===== config.mk =====
export PLATFORM = sky130hd
export DESIGN_NAME = dbg_split
export DESIGN_NICKNAME = d
export VERILOG_FILES = /design/src/rtl/dsplit_pkg.sv /design/src/rtl/dsplit_route.sv /design/src/rtl/dsplit_fault.sv /design/src/rtl/dsplit_apb_bridge.sv /design/src/rtl/dbg_split.sv
export SDC_FILE = /design/constraint.sdc
export NUM_CORES = 1
export LEC_CHECK = 0
export CORE_AREA = 5 5 116 118
export DETAILED_ROUTE_END_ITERATION = 10
export DIE_AREA = 0 0 121 123
export PLACE_DENSITY = 0.69
export SLEW_MARGIN = 20
export SYNTH_ARGS = -nofsm -noshare
export SYNTH_HDL_FRONTEND = slang
export SYNTH_HIERARCHICAL = 1
export SYNTH_SLANG_ARGS = --single-unit

===== constraint.sdc =====
create_clock -name clk -period 3.64 [get_ports clk]
set_input_delay 0.728 -clock clk [delete_from_list [all_inputs] [get_ports clk]]
set_output_delay 0.728 -clock clk [all_outputs]
set_load 0.01 [all_outputs]

===== src/rtl/dsplit_pkg.sv =====
package dsplit_pkg;
  typedef enum logic [1:0] {
    TGT_CORE   = 2'd0,
    TGT_PERIPH = 2'd1,
    TGT_FAULT  = 2'd2
  } tgt_e;

  localparam logic [1:0] TR_IDLE   = 2'b00;
  localparam logic [1:0] TR_BUSY   = 2'b01;
  localparam logic [1:0] TR_NONSEQ = 2'b10;
  localparam logic [2:0] SZ_WORD   = 3'b010;
endpackage


===== src/rtl/dsplit_route.sv =====
module dsplit_route
  import dsplit_pkg::*;
#(
  parameter int AW       = 32,
  parameter int WIN_BITS = 12,
  parameter logic [AW-1:0] WIN_BASE = 32'hF000_0000
) (
  input  logic                 clk,
  input  logic                 rst_n,
  input  logic [AW-1:WIN_BITS] addr_tag,
  input  logic [2:0]           hsize,
  input  logic                 debug_en,
  input  logic                 hready,
  output tgt_e                 addr_tgt,
  output tgt_e                 data_tgt
);
  logic win_hit;
  assign win_hit = (addr_tag == WIN_BASE[AW-1:WIN_BITS]);

  always_comb begin
    if (win_hit)
      addr_tgt = (hsize == SZ_WORD) ? TGT_PERIPH : TGT_FAULT;
    else
      addr_tgt = debug_en ? TGT_CORE : TGT_FAULT;
  end

  // data-phase owner follows the address phase only when the bus advances
  always_ff @(posedge clk or negedge rst_n) begin
    if (!rst_n) data_tgt <= TGT_FAULT;
    else if (hready) data_tgt <= addr_tgt;
  end

  AST_OWNER_HELD: assert property (@(posedge clk) disable iff (!rst_n)
    !hready |=> (data_tgt == $past(data_tgt)));
endmodule


===== src/rtl/dsplit_fault.sv =====
module dsplit_fault (
  input  logic clk,
  input  logic rst_n,
  input  logic hsel,
  input  logic xfer_active,
  input  logic hready,
  output logic hreadyout,
  output logic hresp
);
  logic err_first, err_second;

  always_ff @(posedge clk or negedge rst_n) begin
    if (!rst_n) begin
      err_first  <= 1'b0;
      err_second <= 1'b0;
    end else begin
      err_first  <= hsel & hready & xfer_active;
      err_second <= err_first;
    end
  end

  assign hreadyout = ~err_first;
  assign hresp     = err_first | err_second;

  AST_ERR_START: assert property (@(posedge clk) disable iff (!rst_n)
    (hsel && hready && xfer_active) |=> (!hreadyout && hresp));
  AST_ERR_FINISH: assert property (@(posedge clk) disable iff (!rst_n)
    (!hreadyout && hresp) |=> (hreadyout && hresp));
  AST_IDLE_OKAY: assert property (@(posedge clk) disable iff (!rst_n)
    (hsel && hready && !xfer_active) |=> (hreadyout && !hresp));
endmodule


===== src/rtl/dsplit_apb_bridge.sv =====
module dsplit_apb_bridge #(
  parameter int DW  = 32,
  parameter int PAW = 12
) (
  input  logic            clk,
  input  logic            rst_n,
  input  logic            hsel,
  input  logic            xfer_active,
  input  logic            hready,
  input  logic [PAW-1:0]  haddr,
  input  logic            hwrite,
  input  logic [DW-1:0]   hwdata,
  output logic [DW-1:0]   hrdata,
  output logic            hreadyout,
  output logic            hresp,
  output logic [PAW-1:0]  paddr,
  output logic            psel,
  output logic            penable,
  output logic            pwrite,
  output logic [DW-1:0]   pwdata,
  output logic [DW/8-1:0] pstrb,
  input  logic [DW-1:0]   prdata,
  input  logic            pready,
  input  logic            pslverr
);
  localparam int SW = DW / 8;

  typedef enum logic [1:0] {B_IDLE, B_SETUP, B_ACCESS, B_ERR} bstate_e;
  bstate_e        state;
  logic [PAW-1:0] lat_addr;
  logic           lat_write;
  logic           start;

  assign start = hsel & hready & xfer_active;

  always_ff @(posedge clk or negedge rst_n) begin
    if (!rst_n) begin
      state     <= B_IDLE;
      lat_addr  <= '0;
      lat_write <= 1'b0;
    end else begin
      case (state)
        B_SETUP:  state <= B_ACCESS;
        B_ACCESS: begin
          if (pready) begin
            if (pslverr) state <= B_ERR;
            else if (start) begin
              state     <= B_SETUP;
              lat_addr  <= haddr;
              lat_write <= hwrite;
            end else state <= B_IDLE;
          end
        end
        default: begin
          if (start) begin
            state     <= B_SETUP;
            lat_addr  <= haddr;
            lat_write <= hwrite;
          end else state <= B_IDLE;
        end
      endcase
    end
  end

  always_comb begin
    case (state)
      B_SETUP:  begin hreadyout = 1'b0;               hresp = 1'b0;             end
      B_ACCESS: begin hreadyout = pready & ~pslverr;  hresp = pready & pslverr; end
      B_ERR:    begin hreadyout = 1'b1;               hresp = 1'b1;             end
      default:  begin hreadyout = 1'b1;               hresp = 1'b0;             end
    endcase
  end

  assign psel    = (state == B_SETUP) || (state == B_ACCESS);
  assign penable = (state == B_ACCESS);
  assign paddr   = lat_addr;
  assign pwrite  = lat_write;
  assign pwdata  = hwdata;
  assign pstrb   = {SW{lat_write}};
  assign hrdata  = prdata;

  AST_SETUP_ONCE: assert property (@(posedge clk) disable iff (!rst_n)
    (psel && !penable) |=> (psel && penable));
  AST_ACCESS_WAIT: assert property (@(posedge clk) disable iff (!rst_n)
    (psel && penable && !pready) |=> (psel && penable && $stable(paddr) && $stable(pwrite)));
  AST_STALL_UPSTREAM: assert property (@(posedge clk) disable iff (!rst_n)
    (psel && !(penable && pready)) |-> !hreadyout);
  AST_SLVERR_MAP: assert property (@(posedge clk) disable iff (!rst_n)
    (psel && penable && pready && pslverr) |-> (!hreadyout && hresp));
  AST_SLVERR_TAIL: assert property (@(posedge clk) disable iff (!rst_n)
    (psel && penable && pready && pslverr) |=> (hreadyout && hresp && !psel));
endmodule


===== src/rtl/dbg_split.sv =====
module dbg_split
  import dsplit_pkg::*;
#(
  parameter int AW       = 32,
  parameter int DW       = 32,
  parameter int WIN_BITS = 12,
  parameter logic [AW-1:0] WIN_BASE = 32'hF000_0000
) (
  input  logic                 clk,
  input  logic                 rst_n,
  input  logic                 debug_en,
  input  logic [AW-1:0]        s_haddr,
  input  logic [1:0]           s_htrans,
  input  logic                 s_hwrite,
  input  logic [2:0]           s_hsize,
  input  logic [3:0]           s_hprot,
  input  logic [DW-1:0]        s_hwdata,
  output logic [DW-1:0]        s_hrdata,
  output logic                 s_hready,
  output logic                 s_hresp,
  output logic                 m_hsel,
  output logic [AW-1:0]        m_haddr,
  output logic [1:0]           m_htrans,
  output logic                 m_hwrite,
  output logic [2:0]           m_hsize,
  output logic [3:0]           m_hprot,
  output logic [DW-1:0]        m_hwdata,
  output logic                 m_hready,
  input  logic [DW-1:0]        m_hrdata,
  input  logic                 m_hreadyout,
  input  logic                 m_hresp,
  output logic [WIN_BITS-1:0]  paddr,
  output logic                 psel,
  output logic                 penable,
  output logic                 pwrite,
  output logic [DW-1:0]        pwdata,
  output logic [DW/8-1:0]      pstrb,
  input  logic [DW-1:0]        prdata,
  input  logic                 pready,
  input  logic                 pslverr
);
  tgt_e          addr_tgt, data_tgt;
  logic          br_ready, br_resp, ft_ready, ft_resp;
  logic [DW-1:0] br_rdata;

  dsplit_route #(.AW(AW), .WIN_BITS(WIN_BITS), .WIN_BASE(WIN_BASE)) u_route (
    .clk(clk), .rst_n(rst_n), .addr_tag(s_haddr[AW-1:WIN_BITS]), .hsize(s_hsize),
    .debug_en(debug_en), .hready(s_hready), .addr_tgt(addr_tgt), .data_tgt(data_tgt)
  );

  dsplit_fault u_fault (
    .clk(clk), .rst_n(rst_n), .hsel(addr_tgt == TGT_FAULT), .xfer_active(s_htrans[1]),
    .hready(s_hready), .hreadyout(ft_ready), .hresp(ft_resp)
  );

  dsplit_apb_bridge #(.DW(DW), .PAW(WIN_BITS)) u_bridge (
    .clk(clk), .rst_n(rst_n), .hsel(addr_tgt == TGT_PERIPH), .xfer_active(s_htrans[1]),
    .hready(s_hready), .haddr(s_haddr[WIN_BITS-1:0]), .hwrite(s_hwrite), .hwdata(s_hwdata),
    .hrdata(br_rdata), .hreadyout(br_ready), .hresp(br_resp),
    .paddr(paddr), .psel(psel), .penable(penable), .pwrite(pwrite), .pwdata(pwdata),
    .pstrb(pstrb), .prdata(prdata), .pready(pready), .pslverr(pslverr)
  );

  // processor port: address phase straight through, select gated by decode
  assign m_hsel   = (addr_tgt == TGT_CORE);
  assign m_haddr  = s_haddr;
  assign m_htrans = s_htrans;
  assign m_hwrite = s_hwrite;
  assign m_hsize  = s_hsize;
  assign m_hprot  = s_hprot;
  assign m_hwdata = s_hwdata;
  assign m_hready = s_hready;

  // data-phase response multiplexer
  always_comb begin
    case (data_tgt)
      TGT_CORE:   begin s_hready = m_hreadyout; s_hresp = m_hresp; s_hrdata = m_hrdata; end
      TGT_PERIPH: begin s_hready = br_ready;    s_hresp = br_resp; s_hrdata = br_rdata; end
      default:    begin s_hready = ft_ready;    s_hresp = ft_resp; s_hrdata = '0;       end
    endcase
  end

  logic in_win;
  assign in_win = (s_haddr[AW-1:WIN_BITS] == WIN_BASE[AW-1:WIN_BITS]);

  AST_GATE_CLOSED: assert property (@(posedge clk) disable iff (!rst_n)
    (!in_win && !debug_en) |-> !m_hsel);
  AST_GATE_ERROR: assert property (@(posedge clk) disable iff (!rst_n)
    (s_hready && s_htrans[1] && !in_win && !debug_en) |=> (!s_hready && s_hresp));
  AST_NARROW_BLOCKED: assert property (@(posedge clk) disable iff (!rst_n)
    (s_hready && s_htrans[1] && in_win && s_hsize != SZ_WORD) |=> (!psel && !s_hready && s_hresp));
  AST_WORD_TO_APB: assert property (@(posedge clk) disable iff (!rst_n)
    (s_hready && s_htrans[1] && in_win && s_hsize == SZ_WORD) |=> (psel && !penable));
endmodule


==> impl.org, run 1 <==
** Critical path
- The worst setup path is of the in2out kind.
- For this run, the slowest stage of the critical path takes 0.60 ns.
- The critical path goes through clkdlybuf4s50_1 > nand2b_2 > mux2i_1 > mux2i_1 > o21ai_0 > buf_4 > clkdlybuf4s50_1.
- Of all nets on the critical path, the largest fanout is 7.
- Type of element capturing the critical path :: output pin
- Cell family with the largest share of critical-path delay :: buffers and inverters
- STA puts the critical path data arrival time at 2.63 ns.
- Data on the critical path is required at its endpoint by 2.91 ns.
- Startpoint class of the critical path :: input port
- Count of buffer and inverter cells on the critical path :: 3
- Crit-path slowest cell :: clkdlybuf4s50_1

** GRT
- GRT Residual Overflow :: 0
- The first global-routing pass estimated 11000 um of wire.
- Across every metal layer, demand over resource in global routing totals 0.0896.
- Number of antenna violations at the first check in global routing :: 0
- Number of global-route vias before repair :: 2227
- Entering global routing, the biggest net connects 30 pins.

** STA
- Total of endpoints with negative setup slack in the final report :: 0
- Final worst path period need :: 3.36 ns
- Of the available clock period, the critical path in the final layout requires 0.924.
- Across the routed clock network, the largest skew measured is 0.00675 ns.
- RSZ-0062 raised after global routing :: false
- Worst slew pin tran :: 0.867 ns
- The number of max-slew violations in the final report is 0.
- Headroom to the max-slew limit came out at 0.420.
- The number of endpoints with negative hold slack in the final report is 0.
- Static timing analysis puts the maximum clock frequency at 0.297 GHz.
- For the final routed database, the setup TNS stands at 0 ns.

** Die
- Area of the die :: 0.0149 mm2
- DIE WIDTH :: 121 um
- The region available for standard cell placement spans 0.0124 mm2.
- The floorplan has 41 rows.
- Starting density of the core :: 0.212
- Pin placement for this block handled 306 I/O pins.
- Die outline height :: 123 um

** Clock tree
- Maximum level of the CTS H-tree :: 1
- Later-pin clock latency in the skew report :: 0.25 ns
- TritonCTS built the clock tree.
- Maximum number of buffers from clock root to sink :: 2
- Clock-pin slew on the worst setup and hold paths :: 0.05 ns
- The tree is rooted in a clkbuf_16.
- Number of gates resized after cts :: 0
- CTS Buf Count :: 3
- Counting every sink on the clock net gives 19.
- Number of post-CTS setup repair buffers :: 0
- After clock tree synthesis, the flow added hold-fix buffers numbering 0.

** Power and ir drop
- Part of the power in combinational logic :: 0.570
- Sequential power share :: 0.230
- Clk pwr share :: 0.200
- P_sw :: 360 uW
- Dividing total power by cell area gives a power density of 297 mW/mm2.
- Max rail drop VDD :: 0.148 mV
- For this design the static power due to leakage is 1.41 nW.
- Of the total power, the share spent switching nets is 0.321.
- Pint :: 761 uW

** Yosys
- Synthesized instance count :: 297
- Average cell area after synthesis :: 8.84 um2
- Summing every instance area after synthesis gives 0.00263 mm2.
- Most frequent cell after synthesis :: buf_4
- Number of enable flip-flop cells after synthesis :: 0
- In the synthesized netlist, the cells that appear most often are buf_4 (143), mux2i_1 (35), nor2_1 (35).
- Post-synth cell types :: 35
- For this run, the leading register cell type out of synthesis is dfrtp_1.
- Largest cells by area after synthesis :: buf_4 (41%), dfrtp_1 (17%), mux2i_1 (13%)
- Fraction of registers with async set or reset after synthesis :: 1.00
- Yosys printed 6 warnings.
- Sequential-to-total area share from yosys stat :: 0.182
- Cell accounting for the most synthesized area :: buf_4
- Number of synthesized register bits :: 19
- The share of synthesized area in the top cell type comes to 0.409.
- Post-synthesis net count :: 446

** Run status
- The flow ran to the end, and the final reports show no timing, DRC or antenna violations.

** Final layout
- Measured on the finished design, the core utilization comes to 0.306.
- Area overhead of the layout relative to synthesis :: 43.8%
- After filler insertion, the fill cell instance count of the layout stands at 1287.
- Registers take 478 um2.
- Footprint of the multi-input gates :: 956 um2
- Final nets :: 503
- Ratio of cells with drive above 1 in the final layout :: 0.0992
- Number of diodes added for antenna fixing :: 0

** Drt
- Average vias per placed instance :: 3.76
- Wire length after detailed routing :: 7560 um
- Detailed-route wire length per cell :: 14.4 um
- Post-route antenna net violation count :: 0
- DRT Pass-1 Iters :: 4
- DR DRC count :: 0
- Total number of vias :: 1972
- In this run, the number of DRC markers left after iteration 0 of detailed routing was 34.

** Place
- Buffers on Ports :: 199
- Final Wtd Congestion :: 0.711
- Once detailed placement completed, the half-perimeter wirelength came to 6470 um.

** Hold path
- Path type of the worst min-delay path :: reg2reg

** Run
- Max-cap violations :: 0
## path summary, 6_finish.rpt
path,from,to,slack (ns),cells after the start
max,pready,m_hready,0.28,7
min,u_fault/err_first,u_fault/err_second,0.42,0
max reg2reg,u_bridge/state[0],u_bridge/paddr[2],0.93,10
min reg2reg,u_fault/err_first,u_fault/err_second,0.42,0
max in group asynchronous,rst_n,u_route/data_tgt[0],2.07,1
min in group asynchronous,rst_n,u_bridge/pwrite,0.97,1
## kinds of logic after synthesis
| group | Yosys count | synth area share |
|---|---|---|
| simple gates | 57 | 0.116 |
| flops | 19 | 0.182 |
| fa+ha+maj | 4 | 0.0191 |
| buf+inv | 157 | 0.455 |
| compound gates | 11 | 0.0357 |
| mux | 49 | 0.193 |
## placed cells by master (no fill, tap or decap), types with 2 or more instances in the layout
cell type	Yosys	final
nor4_2	2	2
clkbuf_16	0	3
nand2_1	3	3
nor2b_1	3	3
nand2b_1	2	2
o21ai_0	3	3
nand3_1	2	2
mux2_2	14	14
ha_1	4	4
clkdlybuf4s50_1	0	199
inv_1	5	5
mux2i_1	35	35
buf_4	143	5
and3_1	2	2
dfrtp_1	18	17
nor2_1	35	35
## flip-flops by register name, summed over array words and instances (netlist names)
name,count
u_fault/err_first,1
u_bridge/paddr,12
u_fault/err_second,1
u_bridge/pwrite,1
u_bridge/state,2
u_route/data_tgt,2
## area by class of cell
cell class                 instances  share of cell area
multi-input combinational        121               0.253
clock inverter                     1             0.00132
sequential                        19               0.127
tap                              172              0.0570
clock buffer                       3              0.0199
timing repair buffer             204               0.537
inverter                           5             0.00497
## stage by stage
| step | hold WS (ns) | std cells | power (mW) | setup slack, ns | instance area [um2] |
|---|---|---|---|---|---|
| after floorplan | 0.367 | 297 | 0.599 | 0.649 | 2630 |
| after global placement | 0.403 | 521 | 0.900 | 0.279 | 3700 |
| after detailed placement | 0.413 | 521 | 0.910 | 0.240 | 3700 |
| after CTS | 0.426 | 525 | 1.14 | 0.225 | 3780 |
| after global routing | 0.439 | 525 | 1.19 | 0.106 | 3780 |
| final | 0.422 | 525 | 1.12 | 0.278 | 3780 |
## per-layer routing
metal  vias up  routed length [um]  GRT usage
met5         -                   0          0
met4         0                 126     0.0283
met3        17                 853     0.0366
met2       149                3850      0.164
met1       863                2730     0.0936
li1        943                   -          -
## power by group through the flow
| stage | clock (mW) | sequential (mW) | combinational (mW) |
|---|---|---|---|
| final | 0.224 | 0.258 | 0.639 |
| after global routing | 0.239 | 0.263 | 0.685 |
| after CTS | 0.233 | 0.261 | 0.650 |
| after detailed placement | 0 | 0.264 | 0.646 |
| after global placement | 0 | 0.262 | 0.639 |
| after floorplan | 0 | 0.231 | 0.368 |
No activity file was read; power rests on OpenSTA's default activity.
==> inputs of run 2 (changes only) <==
Clock period 3.64 ns to 3.75 ns, I/O delays scaled along.
==> run 2 against run 1 <==
Compared with the run above:
- register-to-register slack gained 0.12 ns
- cell count down 0.38%
- count of clock-buffer cells in the layout stayed put
- clock skew grew 0.0014 ns
- wire length fell by 2.7%
- clock power about the same
- critical path depth unchanged
- via count rose by 0.96%
- first-iteration DRC count shrank 62%
- flip-flop and latch count unchanged
- sequential share of layout area hardly changed
- non-clock buffer count fell by 2
- critical endpoint is now s_hready
==> impl.org, run 2 (synthesis gave the netlist of run 1 again) <==
** STA
- Setup total negative slack on the finished layout was measured at 0 ns.
- Clock Skews :: 0.00814 ns
- In this run the tightest slew margin relative to its limit is 0.409.
- Achievable frequency :: 0.295 GHz
- Setup violations remaining at the end of the flow were counted as 0.
- The number of endpoints with negative hold slack in the final report came to 0.
- Dividing the final minimum period by the clock period gives 0.905.
- Final worst path period need :: 3.39 ns
- Across all hold checks on the routed design, the worst slack comes to 0.418 ns.
- Pins over their slew limit :: 0
- For the pin with the worst max-slew slack, the measured transition is 0.884 ns.
- RSZ-0062 raised after global routing :: false

** Clock tree
- Number of gates resized after cts :: 0
- The later pin in the worst-skew pair is clocked with a latency of 0.25 ns.
- The tree is rooted in a clkbuf_16.
- In this run the deepest clock path goes through 2 buffers.
- After clock tree synthesis, the clock-pin slew on the worst setup and hold paths is 0.05 ns.
- Post-cts hold buffer count :: 0
- CTS Buf Count :: 3
- Maximum level of the CTS H-tree :: 1
- Post-CTS timing repair inserted 0 buffers for setup.
- The clock net in this run drives a total of 19 sinks.
- CTS tree :: yes

** Die
- Die outline height :: 123 um
- The die covers 0.0149 mm2.
- For this configuration, the core starts out at a cell density of 0.212.
- In this run the standard cell core region covers 0.0124 mm2.
- DIE WIDTH :: 121 um
- 306 I/O pins were placed.
- Std cell rows :: 41

** Hold path
- Min-Delay Path Depth :: 0
- The min-delay analysis places its worst path in the category reg2reg.

** Power and ir drop
- Final Power :: 1.08 mW
- P_leak :: 1.39 nW
- Max rail drop VDD :: 0.232 mV
- For this design the ratio of total power to cell area is 288 mW/mm2.

** Final layout
- Leading cell type in the layout, fill and taps excluded :: clkdlybuf4s50_1
- At the end of the flow, the number of nets in the layout was 501.
- Filler Cell Count :: 1287
- After the flow finishes, the layout carries non-filler instances totaling 523.
- Final std cell area, no fill :: 0.00376 mm2
- Number of diodes added for antenna fixing :: 0
- Footprint of the multi-input gates :: 956 um2
- The register with the most flip-flops in the layout has 12 of them.
- Ratio of cells with drive above 1 in the final layout :: 0.0940
- Registers take 478 um2.
- Area overhead of the layout relative to synthesis :: 43.4%
- In the layout the commonest cells are clkdlybuf4s50_1 (199), mux2i_1 (35), nor2_1 (35).

** Critical path
- Critical Setup Path Class :: in2out
- Critical Path AT :: 2.64 ns
- At the worst endpoint, the required time is 3.00 ns.
- Worst reg2reg path depth :: 10
- Instance count on the critical path :: 7
- Startpoint class of the critical path :: input port
- Count of buffer and inverter cells on the critical path :: 3
- On the worst path, the slowest cell contributes a delay of 0.59 ns.
- STA classifies the critical path endpoint as an output pin.
- CP Max Fanout :: 7
- Crit-path slowest cell :: clkdlybuf4s50_1
- Grouping stages by cell kind, the critical path spends the most delay in buffers and inverters.
- The signal on the critical path passes through clkdlybuf4s50_1 > nand2b_2 > mux2i_1 > mux2i_1 > o21ai_0 > buf_4 > clkdlybuf4s50_1.

** Drt
- In the routed layout, each cell is associated on average with a via count of 3.81.
- Before antenna repair, the detailed router went through 3 iterations.
- Total number of vias :: 1991
- Detailed-route wire length per cell :: 14.1 um
- For this run, design rule violations remaining after detail routing come to 0.
- Number of design-rule violations left by the first detailed-router iteration :: 13
- The count of nets left with antenna violations once routing finished came out at 0.
- Wire length after detailed routing :: 7360 um

** GRT
- Largest net degree at the start of global routing :: 38
- First-pass GRT wire length :: 10600 um
- GRT Residual Overflow :: 0
- The initial antenna violation count was 0.
- The via count of the first global-routing pass came to 2162.
- Total GRT Usage :: 0.0875

** Run
- Max-cap violations in this run came to 0.

** Place
- Input and output buffers added on the ports amount to 199.
- Placement-stage cell area :: 0.00368 mm2
- Post-DP HPWL :: 6310 um
- Final Wtd Congestion :: 0.738
- Placed insts :: 519

** Run status
- The run finished with clean final reports.
run 2: cell count changes in the layout (fill, tap and decap cells not counted), sizes merged:
cell and change:
buf -2, clkinv -1, clkinvlp +1
run 2: final cells by class:
type / instances / share of cell area
Inverter: 5 / 0.00499
Clock buffer: 3 / 0.0199
Timing Repair Buffer: 202 / 0.535
Clock inverter: 1 / 0.00199
Multi-Input combinational cell: 121 / 0.254
Sequential cell: 19 / 0.127
Tap cell: 172 / 0.0572
run 2: where the power goes:
| group | switching, mW | internal (mW) |
|---|---|---|
| sequential | 0.0581 | 0.219 |
| clock | 0.0805 | 0.144 |
| combinational | 0.210 | 0.371 |
run 2: final timing paths:
path | from | to | slack, ns
worst max-delay path | pready | s_hready | 0.36
worst min-delay path | u_fault/err_first | u_fault/err_second | 0.42
max in group asynchronous | rst_n | u_route/data_tgt[0] | 2.14
min in group asynchronous | rst_n | u_bridge/paddr[8] | 1.00
worst min register to register | u_fault/err_first | u_fault/err_second | 0.42
worst max register to register | u_bridge/state[0] | u_bridge/paddr[5] | 1.05
run 2: routing by layer:
layer	GRT usage	vias up	wire length [um]	share of wire
li1	-	933	-	-
met1	0.0905	901	2560	0.35
met2	0.158	142	3720	0.51
met3	0.0425	15	973	0.13
met4	0.0227	0	98	0.013
met5	0	-	0	0
run 2: per-stage QoR:
stage                      util  worst slack (ns)
final                     0.305             0.358
after global routing      0.305             0.218
after CTS                 0.305             0.307
after detailed placement  0.298             0.331
after global placement    0.298             0.373
after floorplan               -             0.737
==> inputs of run 3 (changes only) <==
Settings changed: CORE_AREA 5 5 116 118 to 5 5 115 117, DIE_AREA 0 0 121 123 to 0 0 120 122, PLACE_DENSITY 0.69 to 0.67, SYNTH_HIERARCHICAL 1 to not set.
Clock period 3.75 ns to 4.3 ns, I/O delays scaled along.
==> run 3 against run 2 <==
Compared with the run above:
- final area down 2.1%
- synthesized cell count down 11%
- core utilization down 0.39 points
- die area down 1.6%
- clock power down 14%
- combinational power down 55%
- via count up 0.30%
- largest power group unchanged
==> impl.org, run 3 <==
** Power and ir drop
- IR analysis of the VDD net gives a maximum drop of 0.114 mV.
- For this design the ratio of total power to cell area is 177 mW/mm2.
- P_leak :: 1.43 nW
- After layout, the design draws a total of 651 uW.

** STA
- At the pin with the least slew margin, the transition time is 0.903 ns.
- The number of max-slew violations in the final report was 0.
- The smallest clock period supported by the final layout is computed as 3.52 ns.
- Final hold violation count :: 0
- Derived from the worst setup path, the maximum achievable clock frequency is 0.284 GHz.
- Final clock period utilization by the worst path :: 0.820
- Across the routed clock network, the largest skew measured is 0.00375 ns.
- Total of endpoints with negative setup slack in the final report :: 0
- Summed over all failing endpoints, the final setup total negative slack is 0 ns.
- Relative slew slack :: 0.396
- Setup repair after global routing left no endpoint under its margin.
- Hold timing on the final database bottoms out at a slack of 0.443 ns.

** GRT
- Number of antenna violations at the first check in global routing :: 0
- Total GRT Usage :: 0.0891
- The via count of the first global-routing pass came to 2137.
- The first global-routing pass estimated 10800 um of wire.
- Global routing finished with a remaining overflow of 0.
- Largest net degree at the start of global routing :: 39

** Run
- Max-cap violations :: 0

** Final layout
- Ratio of cells with drive above 1 in the final layout :: 0.0718
- Leaving out fill and tap cells, the most frequent cells in the layout are clkdlybuf4s50_1 (199), nor2_1 (34), mux2i_1 (32).
- Leaving out fill and tap cells, the most frequent cell in the layout is clkdlybuf4s50_1.
- Filler Cell Count :: 1285
- In the final design database the tool counted 497 nets.
- Max reg flops :: 12
- Number of diodes added for antenna fixing :: 0
- The area growth from synthesis to layout is 60.5%.

** Critical path
- Data on the critical path arrives at its endpoint at 2.66 ns.
- The worst setup path is of the in2out kind.
- Worst r2r dst :: u_bridge.paddr[3]
- Required @ worst endpoint :: 3.44 ns
- STA classifies the critical path endpoint as an output pin.
- The worst register-to-register path has a depth of 5.
- In this run the critical register-to-register path is launched from u_route.data_tgt[1].
- Along the worst path, the maximum fanout reaches 2.
- STA classifies the critical path startpoint as an input port.
- The setup check on the worst reg-to-reg path leaves a slack of 1.84 ns.
- The critical path starts at s_haddr[14].

** Die
- During I/O placement, the number of pins put on the boundary was 306.
- Row generation in the floorplan step produced 41 rows.
- Die outline height :: 122 um
- The core region is 0.0123 mm2.
- Starting density of the core :: 0.187
- The floorplan step defined a die boundary enclosing 0.0146 mm2.
- The die is 120 um wide.

** Drt
- For this run, design rule violations remaining after detail routing come to 0.
- Wire length after detailed routing :: 7420 um
- In the final routed layout, each cell accounts on average for 14.9 um.
- DRT Pass-1 Iters :: 4
- The detailed router finished its first iteration with 77 violations.
- The routed layout has 1997 vias.
- Post-route antenna net violation count :: 0
- In the routed layout, each cell is associated on average with a via count of 4.01.

** Clock tree
- Number of post-CTS setup repair buffers :: 0
- Maximum number of buffers from clock root to sink :: 2
- Once the clock tree was built, the resizer swapped 0 gates to a different size.
- CTS Buf Count :: 3
- For this design, the sink count on the clock tree is 19.
- In this run the clock root is driven by a clkbuf_16.
- Buffers inserted to repair hold after CTS numbered 0.
- TritonCTS built the clock tree.
- Later-pin clock latency in the skew report :: 0.25 ns
- Maximum level of the CTS H-tree :: 1
- Clock-pin slew on the worst setup and hold paths :: 0.06 ns

** Place
- Post-DP HPWL :: 6240 um
- Buffers on Ports :: 199
- Routability-driven placement finished with a final weighted congestion of 0.749.

** Hold path
- The path with the worst hold slack has its endpoint at u_fault.err_second.
- Path type of the worst min-delay path :: reg2reg
- Min-Delay Path Depth :: 0
- The worst hold path begins at u_fault.err_first.

** Yosys
- Cell accounting for the most synthesized area :: buf_4
- Average cell area after synthesis :: 8.67 um2
- In this run, synthesis inferred 0 flip-flops with an integrated enable.
- Post-synthesis net count :: 413
- Number of synthesized register bits :: 19
- The share of synthesized area in the top cell type comes to 0.363.
- The cell count after synthesis came out at 265.
- The synthesized netlist occupies a cell area of 0.00230 mm2.
- Largest cells by area after synthesis :: buf_4 (36%), dfrtp_1 (20%), mux2i_1 (14%)
- Post-synth cell types :: 31
- In the synthesized netlist the async set-or-reset flop fraction comes to 1.00.
- Main synth FF type :: dfrtp_1
- Leading post-synthesis cells by instance count :: buf_4 (111), nor2_1 (34), mux2i_1 (32)
- Most frequent cell after synthesis :: buf_4
- The Yosys step of the flow raised 0 warnings.
- Of the synthesized area, sequential elements account for 0.208.

** Run status
- The flow ran to the end, and the final reports show no timing, DRC or antenna violations.
-- run 3: worst max path at each step --
| stage | cells past startpoint | end | slack, ns |
|---|---|---|---|
| 5_1_grt | 5 | m_hsel | 0.68 |
| 2_1_floorplan | 2 | m_hsel | 1.81 |
| 3_5_place_dp | 5 | m_hsel | 0.72 |
| 6_report | 5 | m_hsel | 0.78 |
| 3_3_place_gp | 5 | m_hsel | 0.77 |
| 4_1_cts | 5 | m_hsel | 0.72 |
-- run 3: kinds of logic after synthesis --
group,share of synthesized area
fa+ha+maj,0.0163
mux,0.219
compound gates,0.0447
buf+inv,0.396
simple gates,0.116
flops,0.208
-- run 3: worst max-delay path: stages --
cell and delay [ns]:
clkdlybuf4s50_1 0.42, nor4_1 0.37, nand4_1 0.27, o21a_1 0.26
clkdlybuf4s50_1 0.48
-- run 3: final cells by class --
cell class | instances | area, um2 | area share
clock buffers | 3 | 75.1 | 0.0204
clock inverters | 1 | 5.00 | 0.00136
inverters | 8 | 30.0 | 0.00815
multi-input cells | 117 | 911 | 0.247
flip-flops and latches | 19 | 478 | 0.130
well taps | 150 | 188 | 0.0509
repair buffers | 200 | 2000 | 0.542
-- run 3: metal layers --
layer / wire length, um / global-route usage / part of all wire
met5: 0 / 0 / 0
met4: 206 / 0.0308 / 0.028
met3: 757 / 0.0339 / 0.10
met2: 3850 / 0.166 / 0.52
met1: 2610 / 0.0913 / 0.35
-- run 3: through the flow --
stage                     utilization  area [um2]  std cells  worst slack [ns]
after global placement          0.294        3610        494             0.772
after floorplan                     -        2300        265              1.81
after CTS                       0.301        3690        498             0.718
after detailed placement        0.294        3610        494             0.725
after global routing            0.301        3690        498             0.679
final                           0.301        3690        498             0.776
-- run 3: power breakdown --
part | switching (mW) | internal (mW) | total [mW]
Clock | 0.0679 | 0.125 | 0.193
Sequential | 0.0124 | 0.182 | 0.194
Combinational | 0.0858 | 0.179 | 0.264
